**config.mk**
```make
export PLATFORM = sky130hd
export DESIGN_NAME = dma_link_chan
export DESIGN_NICKNAME = d
export VERILOG_FILES = /design/src/rtl/dma_link_chan.sv
export SDC_FILE = /design/constraint.sdc
export NUM_CORES = 1
export LEC_CHECK = 0
export BUFFER_PORTS_ARGS = -buffer_cell sky130_fd_sc_hd__buf_2
export CELL_PAD_IN_SITES_DETAIL_PLACEMENT = 0
export CELL_PAD_IN_SITES_GLOBAL_PLACEMENT = 1
export CORE_MARGIN = 4
export CORE_UTILIZATION = 40
export DETAILED_ROUTE_END_ITERATION = 12
export PLACE_DENSITY = 0.71
export SYNTH_ARGS = -nofsm -noshare
export SYNTH_HDL_FRONTEND = slang
export SYNTH_SLANG_ARGS = --single-unit
export TNS_END_PERCENT = 1
```
**constraint.sdc**
```tcl
create_clock -name clk -period 5 [get_ports clk]
set_clock_uncertainty 0.05 [all_clocks]
set_input_delay 1 -clock clk [delete_from_list [all_inputs] [get_ports clk]]
set_output_delay 1 -clock clk [all_outputs]
set_load 0.05 [all_outputs]
```
**src/rtl/dma_link_chan.sv**
```systemverilog
module dma_link_chan (
  input  logic        clk,
  input  logic        rst_n,
  input  logic        reg_we,
  input  logic [2:0]  reg_sel,
  input  logic [31:0] reg_wdata,
  output logic [31:0] reg_rdata,
  output logic        mem_req,
  output logic        mem_we,
  output logic [31:0] mem_addr,
  output logic [31:0] mem_wdata,
  output logic [1:0]  mem_size,
  input  logic        mem_ready,
  input  logic        mem_err,
  input  logic [31:0] mem_rdata,
  input  logic        dreq,
  output logic        irq
);
  typedef enum logic [2:0] {S_IDLE, S_FETCH, S_CHECK, S_WAIT, S_RD, S_WR, S_END} st_t;

  st_t         st;
  logic        run;
  logic [2:0]  sts, sts_set;
  logic [31:0] nxt, src, tgt, cmd, dbuf;
  logic [27:0] dbase;
  logic [1:0]  widx;
  logic [5:0]  bleft;
  logic [2:0]  wbytes;
  logic [5:0]  bbytes;

  wire idle    = (st == S_IDLE);
  wire quiet   = idle & ~run;
  wire flow    = cmd[29] | cmd[28];
  wire csr_wr  = reg_we && (reg_sel == 3'd0);
  wire [12:0] len     = cmd[12:0];
  wire [2:0]  bsz     = (len >= {10'b0, wbytes}) ? wbytes : 3'd1;
  wire [12:0] len_nx  = len - {10'b0, bsz};
  wire [5:0]  bleft_nx = (bleft > {3'b0, bsz}) ? bleft - {3'b0, bsz} : 6'd0;
  wire        acc_err = mem_req & mem_ready & mem_err;
  wire        req_pend = ~idle & flow & dreq;

  always_comb begin
    case (cmd[15:14])
      2'd1:    wbytes = 3'd1;
      2'd2:    wbytes = 3'd2;
      default: wbytes = 3'd4;
    endcase
    case (cmd[17:16])
      2'd1:    bbytes = 6'd8;
      2'd2:    bbytes = 6'd16;
      2'd3:    bbytes = 6'd32;
      default: bbytes = {3'b0, wbytes};
    endcase
  end

  assign mem_req   = (st == S_FETCH) || (st == S_RD) || (st == S_WR);
  assign mem_we    = (st == S_WR);
  assign mem_addr  = (st == S_FETCH) ? {dbase, widx, 2'b00} : (st == S_WR) ? tgt : src;
  assign mem_size  = (st == S_FETCH || bsz == 3'd4) ? 2'd2 : (bsz == 3'd2) ? 2'd1 : 2'd0;
  assign mem_wdata = dbuf;
  assign irq       = |sts;

  assign sts_set[0] = acc_err;
  assign sts_set[1] = (st == S_CHECK) & run & cmd[22];
  assign sts_set[2] = (st == S_END) & cmd[21];

  always_comb begin
    case (reg_sel)
      3'd0:    reg_rdata = {run, 22'b0, req_pend, 4'b0, quiet, sts};
      3'd1:    reg_rdata = nxt;
      3'd2:    reg_rdata = src;
      3'd3:    reg_rdata = tgt;
      3'd4:    reg_rdata = cmd;
      default: reg_rdata = 32'b0;
    endcase
  end

  always_ff @(posedge clk or negedge rst_n) begin
    if (!rst_n) begin
      st <= S_IDLE; run <= 1'b0; sts <= 3'b0;
      nxt <= '0; src <= '0; tgt <= '0; cmd <= '0; dbuf <= '0;
      dbase <= '0; widx <= '0; bleft <= '0;
    end else begin
      sts <= (sts & ~(csr_wr ? reg_wdata[2:0] : 3'b0)) | sts_set;
      if (csr_wr) begin
        if (idle) run <= reg_wdata[31];
        else if (!reg_wdata[31]) run <= 1'b0;
      end
      if (quiet && reg_we) begin
        case (reg_sel)
          3'd1: nxt <= reg_wdata;
          3'd2: src <= reg_wdata;
          3'd3: tgt <= reg_wdata;
          3'd4: cmd <= reg_wdata;
          default: ;
        endcase
      end
      case (st)
        S_IDLE: if (run) begin
          st <= S_FETCH; dbase <= nxt[31:4]; widx <= 2'd0;
        end
        S_FETCH: if (mem_ready) begin
          if (mem_err) begin
            run <= 1'b0; st <= S_IDLE;
          end else begin
            case (widx)
              2'd0: nxt <= mem_rdata;
              2'd1: src <= mem_rdata;
              2'd2: tgt <= mem_rdata;
              default: cmd <= mem_rdata;
            endcase
            widx <= widx + 2'd1;
            if (!run) st <= S_IDLE;
            else if (widx == 2'd3) st <= S_CHECK;
          end
        end
        S_CHECK: begin
          if (!run) st <= S_IDLE;
          else if (len == 13'd0) st <= S_END;
          else if (flow) st <= S_WAIT;
          else st <= S_RD;
        end
        S_WAIT: begin
          if (!run) st <= S_IDLE;
          else if (dreq) begin
            bleft <= bbytes; st <= S_RD;
          end
        end
        S_RD: if (mem_ready) begin
          if (mem_err) begin
            run <= 1'b0; st <= S_IDLE;
          end else begin
            dbuf <= mem_rdata; st <= S_WR;
          end
        end
        S_WR: if (mem_ready) begin
          if (mem_err) begin
            run <= 1'b0; st <= S_IDLE;
          end else begin
            if (cmd[31]) src <= src + {29'b0, bsz};
            if (cmd[30]) tgt <= tgt + {29'b0, bsz};
            cmd[12:0] <= len_nx;
            bleft <= bleft_nx;
            if (len_nx == 13'd0) st <= S_END;
            else if (!run) st <= S_IDLE;
            else if (flow && bleft_nx == 6'd0) st <= S_WAIT;
            else st <= S_RD;
          end
        end
        S_END: begin
          if (nxt[0] || !run) begin
            run <= 1'b0; st <= S_IDLE;
          end else begin
            st <= S_FETCH; dbase <= nxt[31:4]; widx <= 2'd0;
          end
        end
        default: st <= S_IDLE;
      endcase
    end
  end

  a_r12_hold_request: assert property (@(posedge clk) disable iff (!rst_n)
    (mem_req && !mem_ready) |=> (mem_req && $stable(mem_addr) && $stable(mem_we)));

  a_r9_error_stops: assert property (@(posedge clk) disable iff (!rst_n)
    (mem_req && mem_ready && mem_err) |=> (!mem_req && !run && sts[0]));

  a_r10_wait_for_dreq: assert property (@(posedge clk) disable iff (!rst_n)
    (st == S_WAIT && !dreq) |=> !mem_req);

  a_r5_count_falls: assert property (@(posedge clk) disable iff (!rst_n)
    (st == S_WR && mem_ready && !mem_err) |=> (cmd[12:0] < $past(cmd[12:0])));

  a_r7_end_enabled: assert property (@(posedge clk) disable iff (!rst_n)
    $rose(sts[2]) |-> cmd[21]);

  a_r6_stop_flag: assert property (@(posedge clk) disable iff (!rst_n)
    (st == S_END && nxt[0]) |=> (idle && !run));
endmodule

```
==> impl_metrics.yaml <==
status:
  outcome: "completed"
placement:
  place_area_um2: 14600
  dp_hpwl_um: 35600
  dp.cells: 2031
  post-place-ws_ns: 0.307
  port_buffers: 173
  place.gp.congestion: 0.964
worst_setup_path:
  crit_family: "simple AND/OR/NAND/NOR gates"
  critPathCaptureType: "primary output"
  max_stage_delay_ns: 0.54
  worst-endpoint-required_ns: 3.95
  r2r_cells: 17
  crit_chain: "inv_1, ha_1, ha_1, or3b_2, o41ai_1, a21o_1, a211o_1, nand2b_1, buf_4, nor4_1, buf_2"
  worstReg2RegEnd: "st[0]"
  worst-path-buf-inv: 3
  ff2ff_setup_slack_ns: 0.31
  r2r_start: "cmd[15]"
  slowest_stage: "nor4_1"
  critPathArrivalTime_ns: 3.71
  cp_max_fo: 5
  critical_path_class: "flop to primary output"
  cpMostUsedCell: "ha_1"
  startpoint_type: "flop"
clock_network:
  cts.clk_slew.worst_paths_ns: 0.06
  cts.sinks: 203
  holdBufCountCts: 0
  h-tree-depth: 1
  cts_root_buf: "clkbuf_16"
  cts_buffers: 26
  cts_tree: "done"
  clk_path_buf_depth: 3
  insertion_delay_ns: 0.56
power_and_ir_drop:
  netSwitchingFraction_pct: 46.8
  clkPwrFrac_pct: 21.9
  ir_drop_v: 0.000351
  seqPwrFrac_pct: 34.0
  switchingPower_mw: 4.36
  comb_power_share_pct: 44.1
  p_int_mw: 4.96
  p_leak_nw: 7.37
  p_per_area_nw_per_um2: 600
synth:
  synthFlopType: "dfrtp_1"
  yosys-top-cells-area: "dfrtp_1 39%, mux2i_1 10%, nand2_1 6.9%"
  synth_area_leader_cell: "dfrtp_1"
  synth.most_common_cell: "nand2_1"
  ys_types: 67
  syn_area_per_cell_um2: 8.92
  ys_ff_latch: 203
  synth_area_um2: 13200
  synth_commonest_cells: "244 x nand2_1, 203 x dfrtp_1, 144 x o21ai_0"
  syn_nets: 1577
  synthCells: 1478
  synth_top_area_share_pct: 38.5
  async_flop_share_pct: 100
  synth_edf_count: 0
  ys_seq_area_share_pct: 38.5
  synth_warnings: 0
hold_path:
  hold_class: "input port to asynchronous set/reset pin"
route:
  vias: 12200
  routed_wl_um: 50300
  drt_iter0_drc: 1133
  drtAntennaViolNets: 0
  dr.pass1.iters: 5
  drt-vias-per-instance: 5.87
  wl_per_cell_um: 24.2
  drc: 0
floorplan:
  start_util_pct: 40.5
  dieArea_um2: 35900
  ios: 174
  die_x_um: 190
  core_area_um2: 32500
  rows: 66
  die_h_um: 190
timing:
  setup_viol: 0
  rsz0062_at_grt: "no"
  timing.fmax_ghz: 0.210
  worst_pin_slew_ns: 1.11
  relSlewSlack_pct: 26.3
  finalCriticalPeriod_ns: 4.76
  finalHoldViolCount: 0
  drv_slew: 0
  fin_crit_sh_pct: 95.1
  setup_ws_ns: 0.244
  fin_setup_tns_ns: 0
job:
  cap_violations: 0
global_routing:
  grt_max_degree: 123
  grt_usage_pct: 27.2
  first_global_vias: 12000
  overflow: 0
  grt_pass1_wl_um: 76100
  antenna_found_initial: 1
cells_and_area:
  design_area_um2: 15500
  final_cells: 2078
  drive_gt1_share_pct: 21.8
  antenna_cells: 0
  area_growth_pct: 17.9
  final_nets: 1716
==> power by group through the flow <==
stage	sequential, mW	clock (mW)	combinational [mW]
after floorplan	2.69	0	3.19
after global placement	3.14	0	4.06
after detailed placement	3.16	0	4.08
after CTS	3.14	2.07	4.10
after global routing	3.25	2.14	4.49
final	3.17	2.04	4.11
==> metal layers <==
metal  routed length, um  vias to the layer above  track usage (%)
met3                3260                       77             4.09
met1               22500                     6055             38.8
met5                  11                        -                0
met4                1120                        2             5.98
met2               23400                      440             44.2
li1                    -                     5625                -
==> worst reg2reg max path: cells and delay by family (launching register included) <==
family          cells  cell delay, ns
simple gates        5            1.50
compound gates      6            1.38
fa+ha+maj           4            1.12
flops               1            0.39
buf+inv             2            0.14
==> placed cells by master (no fill, tap or decap), types with 27 or more instances in the layout <==
cell	count
a21oi_1	81
a22oi_1	69
buf_2	172
buf_4	41
dfrtp_1	202
inv_1	29
mux2_2	67
mux2i_1	137
nand2_1	243
nand3_1	27
nor2_1	68
o21ai_0	144
xnor2_1	36
xor2_1	28
==> flip-flops by register name, summed over array words and instances, names as in the netlist, 6 cells and up <==
register,cells
bleft,6
cmd,32
dbase,28
mem_wdata,32
nxt,32
src,32
tgt,32
==> logic make-up after synthesis <==
family / Yosys count / synth area share, %
AO/OA/AOI/OAI: 389 / 18.4
XOR/XNOR: 64 / 4.25
adder cells (fa/ha/maj): 26 / 2.70
buffers and inverters: 137 / 4.21
flip-flops: 203 / 38.5
multiplexers: 205 / 16.2
AND/OR/NAND/NOR: 454 / 15.7
==> worst max-delay path by stage <==
| stage | startpoint | end | slack, ns | depth (start not counted) |
|---|---|---|---|---|
| global placement | cmd[15] | st[0] | 0.39 | 17 |
| global route | cmd[15] | st[0] | 0.04 | 17 |
| floorplan | cmd[14] | mem_size[0] | 0.48 | 8 |
| finish | cmd[15] | mem_size[0] | 0.24 | 11 |
| CTS | cmd[15] | mem_size[0] | 0.17 | 11 |
| detailed placement | cmd[15] | st[0] | 0.31 | 17 |
==> final cells by class <==
cell class | count | area [um^2]
Fill cell | 3188 | 17000
Clock inverter | 10 | 150
Inverter | 30 | 113
Multi-Input combinational cell | 1138 | 7590
Timing Repair Buffer | 218 | 1260
Tap cell | 442 | 553
Clock buffer | 37 | 782
Sequential cell | 203 | 5080
==> stage by stage <==
step | utilization, % | hold slack (ns) | total power, mW
after CTS | 47.8 | 0.243 | 9.32
after global placement | 44.9 | 0.408 | 7.20
final | 47.8 | 0.250 | 9.32
after global routing | 47.8 | 0.258 | 9.88
after detailed placement | 44.9 | 0.418 | 7.25
after floorplan | - | 0.406 | 5.89
==> timing repair <==
action,in CTS,in global routing
endpoints found under the setup margin,0,1
endpoints found under the hold margin,0,0
setup buffers,0,0
resized for setup,0,1
No activity file was read; power rests on OpenSTA's default activity.
